**config.mk**
```make
export PLATFORM = sky130hd
export DESIGN_NAME = frame_status_fifo
export DESIGN_NICKNAME = d
export VERILOG_FILES = /design/src/rtl/fsf_pkg.sv /design/src/rtl/fsf_byte_counter.sv /design/src/rtl/fsf_ptr_ctrl.sv /design/src/rtl/fsf_store.sv /design/src/rtl/frame_status_fifo.sv
export SDC_FILE = /design/constraint.sdc
export NUM_CORES = 1
export LEC_CHECK = 0
export BUFFER_PORTS_ARGS = -buffer_cell sky130_fd_sc_hd__buf_2
export CORE_UTILIZATION = 62
export CTS_CLUSTER_SIZE = 24
export DETAILED_ROUTE_END_ITERATION = 12
export PLACE_DENSITY = 0.86
export SETUP_SLACK_MARGIN = 0.15
export SYNTH_ARGS = -nofsm -noshare
export SYNTH_HDL_FRONTEND = slang
export SYNTH_SLANG_ARGS = --single-unit
export TNS_END_PERCENT = 30
```
**constraint.sdc**
```tcl
create_clock -name clk -period 4 [get_ports clk]
set_input_delay 0.4 -clock clk [delete_from_list [all_inputs] [get_ports clk]]
set_output_delay 0.4 -clock clk [all_outputs]
set_load 0.1 [all_outputs]
```
**src/rtl/fsf_pkg.sv**
```systemverilog
package fsf_pkg;
  localparam int FSF_DEPTH  = 10;
  localparam int FSF_CNT_W  = 14;
  localparam int FSF_STAT_W = 2;

  typedef enum logic [1:0] {
    CNT_HOLD  = 2'd0,
    CNT_BUMP  = 2'd1,
    CNT_CLEAR = 2'd2
  } cnt_action_e;
endpackage

```
**src/rtl/fsf_byte_counter.sv**
```systemverilog
module fsf_byte_counter
  import fsf_pkg::*;
#(
  parameter int CNT_W = FSF_CNT_W
) (
  input  logic             clk,
  input  logic             rst,
  input  logic             enable,
  input  logic             flag_stb,
  input  logic             byte_stb,
  input  logic             eof_stb,
  output logic [CNT_W-1:0] frame_len
);
  localparam logic [CNT_W-1:0] CNT_MAX = {CNT_W{1'b1}};

  logic [CNT_W-1:0] cnt_q;
  logic [CNT_W-1:0] bumped;
  cnt_action_e      action;

  // a byte on the closing cycle belongs to the closing frame
  always_comb begin
    if (byte_stb && (cnt_q != CNT_MAX)) bumped = cnt_q + CNT_W'(1);
    else                                bumped = cnt_q;
  end

  assign frame_len = bumped;

  always_comb begin
    if (!enable)                 action = CNT_CLEAR;
    else if (flag_stb || eof_stb) action = CNT_CLEAR;
    else if (byte_stb)           action = CNT_BUMP;
    else                         action = CNT_HOLD;
  end

  always_ff @(posedge clk) begin
    if (rst) begin
      cnt_q <= '0;
    end else begin
      unique case (action)
        CNT_CLEAR: cnt_q <= '0;
        CNT_BUMP:  cnt_q <= bumped;
        default:   cnt_q <= cnt_q;
      endcase
    end
  end
endmodule

```
**src/rtl/fsf_ptr_ctrl.sv**
```systemverilog
module fsf_ptr_ctrl
  import fsf_pkg::*;
#(
  parameter int DEPTH = FSF_DEPTH,
  parameter int AW    = $clog2(DEPTH),
  parameter int LW    = $clog2(DEPTH + 1)
) (
  input  logic          clk,
  input  logic          rst,
  input  logic          enable,
  input  logic          push_req,
  input  logic          pop_req,
  output logic          push_ok,
  output logic          pop_ok,
  output logic [AW-1:0] wptr,
  output logic [AW-1:0] rptr,
  output logic [LW-1:0] level,
  output logic          empty,
  output logic          overflow
);
  localparam logic [AW-1:0] LAST = AW'(DEPTH - 1);
  localparam logic [LW-1:0] FULL = LW'(DEPTH);

  logic full;

  assign empty   = (level == '0);
  assign full    = (level == FULL);
  // a full queue drops the frame even if a pop happens this cycle
  assign push_ok = enable && push_req && !full;
  assign pop_ok  = enable && pop_req && !empty;

  function automatic logic [AW-1:0] wrap_inc(input logic [AW-1:0] p);
    return (p == LAST) ? '0 : p + AW'(1);
  endfunction

  always_ff @(posedge clk) begin
    if (rst || !enable) begin
      wptr     <= '0;
      rptr     <= '0;
      level    <= '0;
      overflow <= 1'b0;
    end else begin
      if (push_ok) wptr <= wrap_inc(wptr);
      if (pop_ok)  rptr <= wrap_inc(rptr);
      unique case ({push_ok, pop_ok})
        2'b10:   level <= level + LW'(1);
        2'b01:   level <= level - LW'(1);
        default: level <= level;
      endcase
      if (push_req && full) overflow <= 1'b1;
    end
  end
endmodule

```
**src/rtl/fsf_store.sv**
```systemverilog
module fsf_store
  import fsf_pkg::*;
#(
  parameter int DEPTH = FSF_DEPTH,
  parameter int W     = FSF_CNT_W + FSF_STAT_W,
  parameter int AW    = $clog2(DEPTH)
) (
  input  logic          clk,
  input  logic          we,
  input  logic [AW-1:0] waddr,
  input  logic [W-1:0]  wdata,
  input  logic [AW-1:0] raddr,
  output logic [W-1:0]  rdata
);
  logic [W-1:0] slot [DEPTH];

  for (genvar g = 0; g < DEPTH; g++) begin : g_slot
    always_ff @(posedge clk) begin
      if (we && (waddr == AW'(g))) slot[g] <= wdata;
    end
  end

  always_comb begin
    rdata = slot[0];
    for (int k = 0; k < DEPTH; k++) begin
      if (raddr == AW'(k)) rdata = slot[k];
    end
  end
endmodule

```
**src/rtl/frame_status_fifo.sv**
```systemverilog
module frame_status_fifo
  import fsf_pkg::*;
#(
  parameter int DEPTH  = FSF_DEPTH,
  parameter int CNT_W  = FSF_CNT_W,
  parameter int STAT_W = FSF_STAT_W,
  parameter int LW     = $clog2(DEPTH + 1)
) (
  input  logic              clk,
  input  logic              rst,
  input  logic              enable,
  input  logic              flag_stb,
  input  logic              byte_stb,
  input  logic              eof_stb,
  input  logic [STAT_W-1:0] status_in,
  output logic              rd_valid,
  input  logic              rd_ready,
  output logic [CNT_W-1:0]  rd_count,
  output logic [STAT_W-1:0] rd_status,
  output logic [LW-1:0]     level,
  output logic              overflow
);
  localparam int AW      = $clog2(DEPTH);
  localparam int ENTRY_W = STAT_W + CNT_W;

  logic [CNT_W-1:0]   frame_len;
  logic               push_ok;
  logic               pop_ok;
  logic [AW-1:0]      wptr;
  logic [AW-1:0]      rptr;
  logic               empty;
  logic [ENTRY_W-1:0] wr_entry;
  logic [ENTRY_W-1:0] head;

  fsf_byte_counter #(.CNT_W(CNT_W)) u_cnt (
    .clk      (clk),
    .rst      (rst),
    .enable   (enable),
    .flag_stb (flag_stb),
    .byte_stb (byte_stb),
    .eof_stb  (eof_stb),
    .frame_len(frame_len)
  );

  fsf_ptr_ctrl #(.DEPTH(DEPTH), .AW(AW), .LW(LW)) u_ptr (
    .clk     (clk),
    .rst     (rst),
    .enable  (enable),
    .push_req(eof_stb),
    .pop_req (rd_ready),
    .push_ok (push_ok),
    .pop_ok  (pop_ok),
    .wptr    (wptr),
    .rptr    (rptr),
    .level   (level),
    .empty   (empty),
    .overflow(overflow)
  );

  assign wr_entry = {status_in, frame_len};

  fsf_store #(.DEPTH(DEPTH), .W(ENTRY_W), .AW(AW)) u_store (
    .clk  (clk),
    .we   (push_ok),
    .waddr(wptr),
    .wdata(wr_entry),
    .raddr(rptr),
    .rdata(head)
  );

  assign rd_valid  = !empty;
  assign rd_count  = head[CNT_W-1:0];
  assign rd_status = head[ENTRY_W-1:CNT_W];
endmodule

```
==> results_dict.tcl <==
set metrics [dict create \
    ant_nets 0 \
    synthFlopType "edfxtp_1" \
    rsz0062_at_grt "false" \
    place.gp.congestion 0.885 \
    numCtsBuffers 17 \
    p_per_area_nw_per_um2 410 \
    ir_drop_uv 322 \
    yosys.area.top_type_share 0.559 \
    antenna_cells 0 \
    clock_latency_ps 440 \
    max_cap_viol_count 0 \
    fmax_ghz 0.288 \
    num_vias 6044 \
    cp_slowest_cell "nand2b_1" \
    synthTopCellsByArea "edfxtp_1 (56%), dfxtp_1 (6.3%), a21oi_1 (3.1%)" \
    ys_warn_count 0 \
    post-dp-hpwl_um 12500 \
    grt_usage 0.298 \
    num-fill-cells 861 \
    coreArea_um2 13400 \
    synth_top_area_cell "edfxtp_1" \
    cts_sinks 187 \
    clkTransAtPathRegs_ps 60 \
    yosysSeqAreaShare 0.621 \
    post_cts_buffers 0 \
    fin_worst_skew_ps 6.09 \
    min_from "status_in[0]" \
    synth_edf_count 160 \
    ys_seq_elements 187 \
    worstSetupStartpoint "u_ptr.rptr[3]" \
    htreeDepth 4 \
    slew_violations 0 \
    dieArea_um2 14300 \
    hold_path.class "in -> reg" \
    stdcell_count 896 \
    r2r_setup_slack_ps 1190 \
    drt_iter0_drc 925 \
    netSwitchingFraction 0.204 \
    synth_top_family_by_area "compound AO/OA/AOI/OAI gates" \
    rr_startpoint "u_cnt.cnt_q[0]" \
    min_period_over_period 0.869 \
    synth.mux.area_fraction 0.0496 \
    start_kind "flip-flop" \
    wl_um 20500 \
    initial_core_util 0.642 \
    syn_nets 709 \
    antenna_found_initial 0 \
    worst_slack_ps 523 \
    cts_resized 0 \
    min_period_ps 3480 \
    crit_path_end_kind "output port" \
    die_w_um 120 \
    worst_pin_slew_ps 975 \
    area_growth_pct 11.4 \
    io_buffers 30 \
    wl_per_cell_um 22.8 \
    fin_setup_tns_ps 0 \
    drive_above_1_share 0.160 \
    cts_tree "yes" \
    final-setup-viol-count 0 \
    path_cells "nor2b_1, nand2b_1, o22ai_1, a21oi_1, buf_2" \
    via_per_inst 6.75 \
    netSwitchingPower_uw 803 \
    cp_max_fo 19 \
    clockBufferDepth 2 \
    synth_xor_area_frac 0.0153 \
    internal_power_uw 3130 \
    hold_viol 0 \
    ys_types 62 \
    pin_count 31 \
    ctsHoldBuffers 0 \
    avgSynthCellArea_um2 12.4 \
    drc 0 \
    die_h_um 120 \
    placed_area_um2 8970 \
    grt_start_max_net_pins 59 \
    grt_pass1_vias 5823 \
    synth_compound_area_frac 0.154 \
    grt_pass1_wl_um 31500 \
    async_reset_ff_frac 0 \
    synthSimpleGateAreaFrac 0.117 \
    cpPeakStageDelay_ps 650 \
    finalNetCount 722 \
    max_slew_margin 0.345 \
    pwr-share-seq 0.535 \
    syn_inst 694 \
    arrival_ps 3080 \
    cellLeakagePower_uw 0.00315 \
    synthAdderAreaFrac 0.00960 \
    outcome "finished clean" \
    design_area_um2 9580 \
    p_comb_frac 0.030 \
    dp_slack_ps 883 \
    firstDrtPassIters 7 \
    p_clk_frac 0.434 \
    root_buffer "clkbuf_16" \
    gr-total-overflow 0 \
    dp_cells 864 \
    cp.required_ps 3600 \
    synth.cell_area_um2 8600 \
    row_count 42 \
    crit_type "reg -> out" \
]
==> cell usage in the layout, fill, tap and decap left out, drive strengths merged, types with 5 or more instances in the layout <==
cell	count
a21oi	54
a2bb2oi	12
a31oi	10
and2	5
and3	6
buf	50
clkbuf	23
clkinv	5
dfxtp	27
edfxtp	160
ha	5
inv	12
mux2	21
mux2i	19
nand2	27
nand2b	15
nand3	14
nand4	11
nor2	42
nor2b	10
nor3	22
nor4b	5
o21a	12
o21ai	22
o221ai	12
o22a	20
o22ai	14
or3	7
xnor2	7
xor2	8
==> final timing paths <==
| path | endpoint | cells past startpoint |
|---|---|---|
| max reg2reg | u_store.slot[1][3] | 5 |
| min reg2reg | u_ptr.overflow | 1 |
| min | u_store.slot[8][14] | 1 |
| max | rd_count[4] | 5 |
==> registers in the layout (all words and copies together) (netlist names) <==
register / count
u_store.slot: 160
u_ptr.wptr: 4
u_cnt.cnt_q: 14
u_ptr.rptr: 4
u_ptr.overflow: 1
u_ptr.level: 4
==> critical path: cells and delay by family (launching register included) <==
family | cells | cell delay, ps
flops | 1 | 640
buf+inv | 1 | 320
simple gates | 2 | 1180
compound gates | 2 | 490
==> power groups by stage <==
stage / Sequential (uW) / Combinational [uW] / Clock (uW)
5_1_grt: 2100 / 125 / 1780
3_5_place_dp: 2150 / 117 / 0
6_report: 2100 / 119 / 1710
2_1_floorplan: 2150 / 84.1 / 0
3_3_place_gp: 2150 / 115 / 0
4_1_cts: 2100 / 118 / 1710
==> area by class of cell <==
cell class	instances	area [um^2]	share of cell area
clock buffer	23	532	0.0555
clock inverter	9	80.1	0.00836
inverter	11	41.3	0.00431
multi-input combinational	440	3000	0.313
sequential	187	5350	0.558
tap	176	220	0.0230
timing repair buffer	50	358	0.0373
==> cells in the mapped netlist (14+ instances only) <==
cell type / count
clkbuf_1: 34
o21ai_0: 22
mux2i_1: 19
a21oi_1: 54
nor2_1: 42
o22ai_1: 14
nand2b_1: 15
mux2_2: 20
nand3_1: 14
nor3_1: 22
nand2_1: 27
edfxtp_1: 160
o22a_1: 20
dfxtp_1: 27
==> metrics by stage <==
stage	hold slack (ps)	util	power [uW]
global route	273	0.715	4000
finish	284	0.715	3930
detailed placement	467	0.669	2260
global placement	443	0.669	2260
CTS	263	0.715	3930
floorplan	475	-	2230
==> logic make-up after synthesis <==
logic type               Yosys count
buffers and inverters             67
AND/OR/NAND/NOR                  186
multiplexers                      40
XOR/XNOR                          15
AO/OA/AOI/OAI                    193
adder cells (fa/ha/maj)            6
flip-flops                       187
==> layer usage <==
metal	GRT usage	vias up	wire, um
met5	0	-	0
met4	0.156	0	716
met3	0.0542	62	1470
met2	0.491	335	10500
met1	0.377	2937	7790
li1	-	2710	-
Power figures use the tool's default switching activity.
